<file path="src/rtl/phase_sched_pkg.sv">
package phase_sched_pkg;
  localparam int NUM_MODES = 4;
  localparam int MODE_W    = 2;

  typedef enum logic [MODE_W-1:0] {
    MODE_H  = 2'd0,
    MODE_V  = 2'd1,
    MODE_D1 = 2'd2,
    MODE_D2 = 2'd3
  } mode_e;
endpackage

</file>
<file path="src/rtl/phase_len_reg.sv">
module phase_len_reg #(
  parameter int LEN_W   = 8,
  parameter int DEF_LEN = 20
) (
  input  logic             clk_i,
  input  logic             rst_ni,
  input  logic             load_i,
  input  logic [LEN_W-1:0] len_i,
  output logic [LEN_W-1:0] half_o
);
  localparam logic [LEN_W-1:0] DefHalf = LEN_W'(DEF_LEN / 2);

  logic [LEN_W-1:0] half_d;

  // odd or too short lengths collapse to 2
  always_comb begin
    if (len_i < LEN_W'(2) || len_i[0]) half_d = LEN_W'(1);
    else                               half_d = len_i >> 1;
  end

  always_ff @(posedge clk_i or negedge rst_ni) begin
    if (!rst_ni)     half_o <= DefHalf;
    else if (load_i) half_o <= half_d;
  end
endmodule

</file>
<file path="src/rtl/phase_timer.sv">
module phase_timer
  import phase_sched_pkg::*;
#(
  parameter int LEN_W    = 8,
  parameter int FLIT_CYC = 2
) (
  input  logic             clk_i,
  input  logic             rst_ni,
  input  logic [LEN_W-1:0] half_i,
  output mode_e            mode_o,
  output logic             sub_o,
  output logic             last_o,
  output logic             room_o,
  output logic             wrap_o
);
  logic [LEN_W-1:0] cnt_q;
  logic [LEN_W-1:0] left;

  assign last_o = (cnt_q == half_i - LEN_W'(1));
  assign left   = half_i - cnt_q;
  assign room_o = (left >= LEN_W'(FLIT_CYC));
  assign wrap_o = last_o && sub_o && (mode_o == MODE_D2);

  always_ff @(posedge clk_i or negedge rst_ni) begin
    if (!rst_ni) begin
      cnt_q  <= '0;
      sub_o  <= 1'b0;
      mode_o <= MODE_H;
    end else if (last_o) begin
      cnt_q <= '0;
      sub_o <= ~sub_o;
      if (sub_o) mode_o <= mode_e'(mode_o + 2'd1);
    end else begin
      cnt_q <= cnt_q + LEN_W'(1);
    end
  end
endmodule

</file>
<file path="src/rtl/wake_decode.sv">
module wake_decode
  import phase_sched_pkg::*;
#(
  parameter int N_MODES = NUM_MODES
) (
  input  mode_e                  mode_i,
  input  logic                   sub_i,
  output logic [2*N_MODES-1:0]   wake_o
);
  for (genvar m = 0; m < N_MODES; m++) begin : g_mode
    for (genvar d = 0; d < 2; d++) begin : g_dir
      assign wake_o[m*2+d] = (int'(mode_i) == m) && (int'(sub_i) == d);
    end
  end
endmodule

</file>
<file path="src/rtl/phase_sched_ctrl.sv">
module phase_sched_ctrl
  import phase_sched_pkg::*;
#(
  parameter int LEN_W    = 8,
  parameter int DEF_LEN  = 20,
  parameter int FLIT_CYC = 2
) (
  input  logic                   clk_i,
  input  logic                   rst_ni,
  input  logic [LEN_W-1:0]       phase_len_i,
  output logic [2*NUM_MODES-1:0] wake_o,
  output logic [MODE_W-1:0]      mode_o,
  output logic                   sub_o,
  output logic                   last_o,
  output logic                   room_o
);
  logic [LEN_W-1:0] half;
  logic             wrap;
  mode_e            mode;

  phase_len_reg #(.LEN_W(LEN_W), .DEF_LEN(DEF_LEN)) u_len (
    .clk_i  (clk_i),
    .rst_ni (rst_ni),
    .load_i (wrap),
    .len_i  (phase_len_i),
    .half_o (half)
  );

  phase_timer #(.LEN_W(LEN_W), .FLIT_CYC(FLIT_CYC)) u_timer (
    .clk_i  (clk_i),
    .rst_ni (rst_ni),
    .half_i (half),
    .mode_o (mode),
    .sub_o  (sub_o),
    .last_o (last_o),
    .room_o (room_o),
    .wrap_o (wrap)
  );

  wake_decode #(.N_MODES(NUM_MODES)) u_wake (
    .mode_i (mode),
    .sub_i  (sub_o),
    .wake_o (wake_o)
  );

  assign mode_o = mode;
endmodule

</file>
<file path="config.mk">
export PLATFORM = sky130hd
export DESIGN_NAME = phase_sched_ctrl
export DESIGN_NICKNAME = d
export VERILOG_FILES = /design/src/rtl/phase_sched_pkg.sv /design/src/rtl/phase_len_reg.sv /design/src/rtl/phase_timer.sv /design/src/rtl/wake_decode.sv /design/src/rtl/phase_sched_ctrl.sv
export SDC_FILE = /design/constraint.sdc
export NUM_CORES = 1
export LEC_CHECK = 0
export CAP_MARGIN = 20
export CORE_MARGIN = 2
export CORE_UTILIZATION = 48
export CTS_CLUSTER_SIZE = 14
export DETAILED_ROUTE_END_ITERATION = 7
export GPL_ROUTABILITY_DRIVEN = 0
export GPL_TIMING_DRIVEN = 0
export HOLD_SLACK_MARGIN = 0.08
export MAX_ROUTING_LAYER = met4
export PLACE_DENSITY = 0.76
export SYNTH_ARGS = -nofsm -noshare
export SYNTH_HDL_FRONTEND = slang
export SYNTH_SLANG_ARGS = --single-unit
</file>
<file path="constraint.sdc">
create_clock -name clk_i -period 2.5 [get_ports clk_i]
set_input_delay 0.5 -clock clk_i [delete_from_list [all_inputs] [get_ports clk_i]]
set_output_delay 0.5 -clock clk_i [all_outputs]
set_load 0.05 [all_outputs]
</file>
* Word-level counts from Yosys, hierarchy flattened
Cells that the tools add are included.
** Storage, ports and cells
- Register bits after elaboration :: 19
- Bits of input ports :: 10
- Word-level logic and storage cells :: 32
** Operators by class
- $add $sub $neg :: 4
- Order comparisons :: 2
- Equal/unequal tests :: 5
- Muxes and demuxes :: 2
- Bitwise gates (word level) :: 2
- Reduce and logical (&&, ||, !) cells :: 13
** Operator list (number)
- $logic_and 1x1->1 :: 10
- $add 8x1->8 const B :: 1
- $eq 8x8->1 :: 1
- $ge 8x2->1 const B :: 1
- $lt 8x2->1 const B :: 1
- $mux 8 :: 1
- $sub 8x1->8 const B :: 1
- $sub 8x8->8 :: 1
- $mux 7 :: 1
- $eq 2x2->1 const B :: 3
- $add 2x1->2 const B :: 1
- $eq 2x1->1 const B :: 1
- $logic_not 2->1 :: 1
- $not 1->1 :: 2
- $reduce_and 2->1 :: 1
- $logic_or 1x1->1 :: 1

* Logic depth before layout (Yosys ltp)
- Depth after elaboration :: 4
- Depth in mapped cells :: 9

* Hierarchy
Synthesis repeated with hierarchy kept, for this count alone.
** Second synthesis, totals
- Cells, all modules :: 168
- Area, all modules :: 1500.2 um^2
** By module, submodules not included
- phase_timer :: instances 1, cells each 127, area an instance 1101.1 um^2, sequential area each 275.3 um^2
- phase_len_reg :: instances 1, cells each 33, area an instance 334.1 um^2, sequential area each 177.7 um^2
- wake_decode :: instances 1, cells each 8, area an instance 65.1 um^2, sequential area each 0.0 um^2

* Least setup slack after synthesis
Ideal clock, no wire load.
- Path type :: register to output
- Start point :: register u_len.half_o[1]
- End point :: output last_o
- Arrival time :: 2.451 ns
- Required time :: 2.000 ns
- Setup slack :: -0.451 ns
- Stages on the path, launching flop included :: 7
- Buffers on the path :: 0
- Cell sequence :: dfstp_2 inv_1 ha_1 and2b_2 xnor2_1 o41a_1 nor4_4
** On the way
- Longest elaborated chain between the ends :: 2
** Ends and longest elaborated chain
- start, declared :: RTL line phase_len_reg.sv:9 : output logic [LEN_W-1:0] half_o
- start signal, assigned :: RTL line phase_len_reg.sv:22 : if (!rst_ni) half_o <= DefHalf;
- start signal, assigned :: RTL line phase_len_reg.sv:23 : else if (load_i) half_o <= half_d;
- $sub 8x1->8 :: RTL line phase_timer.sv:19 : assign last_o = (cnt_q == half_i - LEN_W'(1));
- $eq 8x8->1 :: RTL line phase_timer.sv:19
- end, declared :: RTL line phase_sched_ctrl.sv:14 : output logic last_o,
Every way passes these cells.

* Final worst setup path
Same ends and word-level chain as after synthesis.

==> reports/qor.csv <==
metric;value;unit
status;complete, but fails checks;
failing checks;setup timing;
Placed Area;1725;um^2
drc violations;0;
Worst Tran Pin Value;0.8452;ns
Critical Path RT;2.00;ns
Setup CP Type;reg -> out;
yosys warns;0;
synth unique cells;39;
cell breakdown of the critical path;inv_2, ha_4, and2b_2, xnor2_1, o41a_1, nor4_4, buf_6;
area share of the largest cell type after synthesis;27.63;%
Tmin final;2.953;ns
RSZ-0062 raised after global routing;yes;
# setup viols final;2;
vias per cell;5.743;
worst path arrival time;2.45;ns
total CTS buffers;3;
clk_lat worst skew;0.29;ns
largest net degree at the start of global routing;19;
Die H;58.94;um
Post-synth EDFFs;0;
CTS Sinks;18;
vias in the first global route;1298;
commonest cells in the netlist;16 x dfrtp_1, 14 x ha_1, 14 x inv_1, 13 x nor2b_1;
TritonCTS clock tree;built;
Starting Density;51.65;%
Mapped Area;1449;um^2
Final Skew;0.004258;ns
Core ar.;2805;um^2
min-delay worst type;reg -> reg;
Avg WL per Cell;15.63;um
share of cells above drive strength 1;25.13;%
final-layout fill cell count;223;
P_leak;0.9140;nW
DRT Pass-1 Iters;4;
die area;3474;um^2
Avg Cell Area, Syn;9.408;um^2
first-pass GRT wire length;5851;um
antenna cells;0;
critical path's slowest cell;dfstp_2;
combinational share of power;62.4;%
H-tree levels;1;
initial antenna violation count;0;
slew margin rel.;43.47;%
crit path max fanout;4;
Ports;23;
register area share after synthesis;31.26;%
Main synth FF type;dfrtp_1;
setup ws final;-0.4530;ns
Final Hold Viols;0;
drt total wl;3533;um
Synth area leader;dfrtp_1;
max cap viols;0;
CTS max path bufs;2;
post-route cell area;1944;um^2
1st-iter DRT viols;78;
post-route clock period utilization;118.1;%
hpwl dp;2506;um
Reg power frac;26.7;%
routed vias;1298;
syn nets;179;
Psw;0.0007387;W
most numerous cell in the Yosys netlist;dfrtp_1;
Cell Count Post-Placement;207;
Final nets;221;
ranking of synthesized cells by area;dfrtp_1 28%, ha_1 12%, xnor2_1 6.6%;
Pins Over Slew Limit;0;
Peak supply drop;0.5566;mV
Worst setup SP type;flop;
Max Freq;338.6;MHz
power per cell area;837.0;nW/um^2
Area Growth Syn to Fin;34.20;%
Site Rows;19;
Slowest Stage Delay on Critical Path;0.59;ns
CTS root buf;clkbuf_4;
Total GRT Usage;23.20;%
Final Non-Filler Cells;226;
Net Sw Frac;45.39;%
Die W;58.94;um
ys async rst share;100.0;%
clk slew on worst S/H paths;0.10;ns
count of input and output buffers;22;
Clock power frac;10.9;%
Mapped Cells;154;
total grt overflow;0;
Seq cells post-synth;18;
cell internal pwr;0.0008888;W
Core Util, Final;69.31;%
critical path capture point type;output pin;
antenna-violating nets left;0;
## what timing repair did
item / in CTS / in global routing
pin swaps: 3 / 4
resized for setup: 25 / 10
setup buffers: 11 / 4
hold endpoints to repair: 0 / 0
hold buffers: 0 / 0
endpoints found under the setup margin: 13 / 12
## through the flow
stage          TNS (ns)  setup WS [ns]  hold WS [ns]  total power, W
5_1_grt          -1.311        -0.5758        0.5632        0.001747
3_3_place_gp     -2.575         -1.080        0.5170        0.001261
2_1_floorplan    -1.761        -0.3756        0.2044        0.001083
4_1_cts         -0.9852        -0.4653        0.5468        0.001585
6_report        -0.8948        -0.4530        0.5465        0.001627
3_5_place_dp     -2.994         -1.104        0.5294        0.001304
## layer usage
layer,up-vias,global-route usage (%),share of wire [%]
li1,618,-,-
met1,642,27.25,41
met2,30,40.48,53
met3,8,3.077,3.9
met4,0,8.117,2.0
met5,-,-,0
## power groups by stage
stage	Combinational [W]	Clock [W]	Sequential, W
4_1_cts	0.000964	0.000190	0.000431
3_5_place_dp	0.000845	0	0.000459
6_report	0.00102	0.000178	0.000434
5_1_grt	0.00110	0.000203	0.000443
3_3_place_gp	0.000809	0	0.000452
2_1_floorplan	0.000611	0	0.000472
## area by class of cell
type	count	area (um^2)	share of cell area, %
multi-input combinational	121	1010	51.93
sequential	18	454.2	23.36
timing repair buffer	37	349.1	17.95
inverter	14	52.55	2.703
tap	31	38.79	1.995
clock buffer	4	36.28	1.866
buffer	1	3.754	0.1931
## state kept, by name, indices dropped and copies added, names as in the netlist
register and count:
u_timer.mode_o 2, u_len.half_o 7, u_timer.sub_o 1, u_timer.cnt_q 8
## cell families after synthesis
logic type,count (synthesis),synth area share (%)
buf+inv,15,3.886
compound gates,23,10.62
xor+xnor,16,9.672
simple gates,58,24.35
mux,9,6.736
fa+ha+maj,15,13.47
flops,18,31.26
## worst max-delay path, delay by kind of cell, from the launching register on
family                     cells  cell delay (ns)
and+or+nand+nor                2             0.56
xor gates and xnor gates       1             0.12
adders and majority gates      1             0.16
AOI/OAI and AO/OA              1             0.45
buffers and inverters          2             0.27
DFF                            1             0.59
## worst paths after layout
check | from | to | slack [ns] | cells past startpoint
setup / recovery | u_len.half_o[1]$_DFFE_PN1P_ | last_o | -0.45 | 7
hold / removal | u_len.half_o[1]$_DFFE_PN1P_ | u_len.half_o[1]$_DFFE_PN1P_ | 0.55 | 2
setup reg to reg | u_len.half_o[3]$_DFFE_PN1P_ | u_len.half_o[5]$_DFFE_PN0P_ | 0.09 | 7
hold reg to reg | u_len.half_o[1]$_DFFE_PN1P_ | u_len.half_o[1]$_DFFE_PN1P_ | 0.55 | 2
max in group asynchronous | rst_ni | u_len.half_o[2]$_DFFE_PN0P_ | 1.24 | 1
min in group asynchronous | rst_ni | u_timer.cnt_q[5]$_DFF_PN0_ | 0.68 | 1
## layout by cell type, fill, tap and decap left out, drive strengths merged, types with 4 or more instances in the layout
cell           count
buf               17
dfrtp             16
inv               14
ha                14
nor2b             13
clkdlybuf4s50     13
nor2              12
xnor2             11
o21ai              7
nand3              6
mux2               6
xor2               5
a21oi              5
and2               5
clkbuf             5
nand2              4
dlymetal6s2s       4
nor4               4
Note: power is estimated with default switching activity, not from simulation.
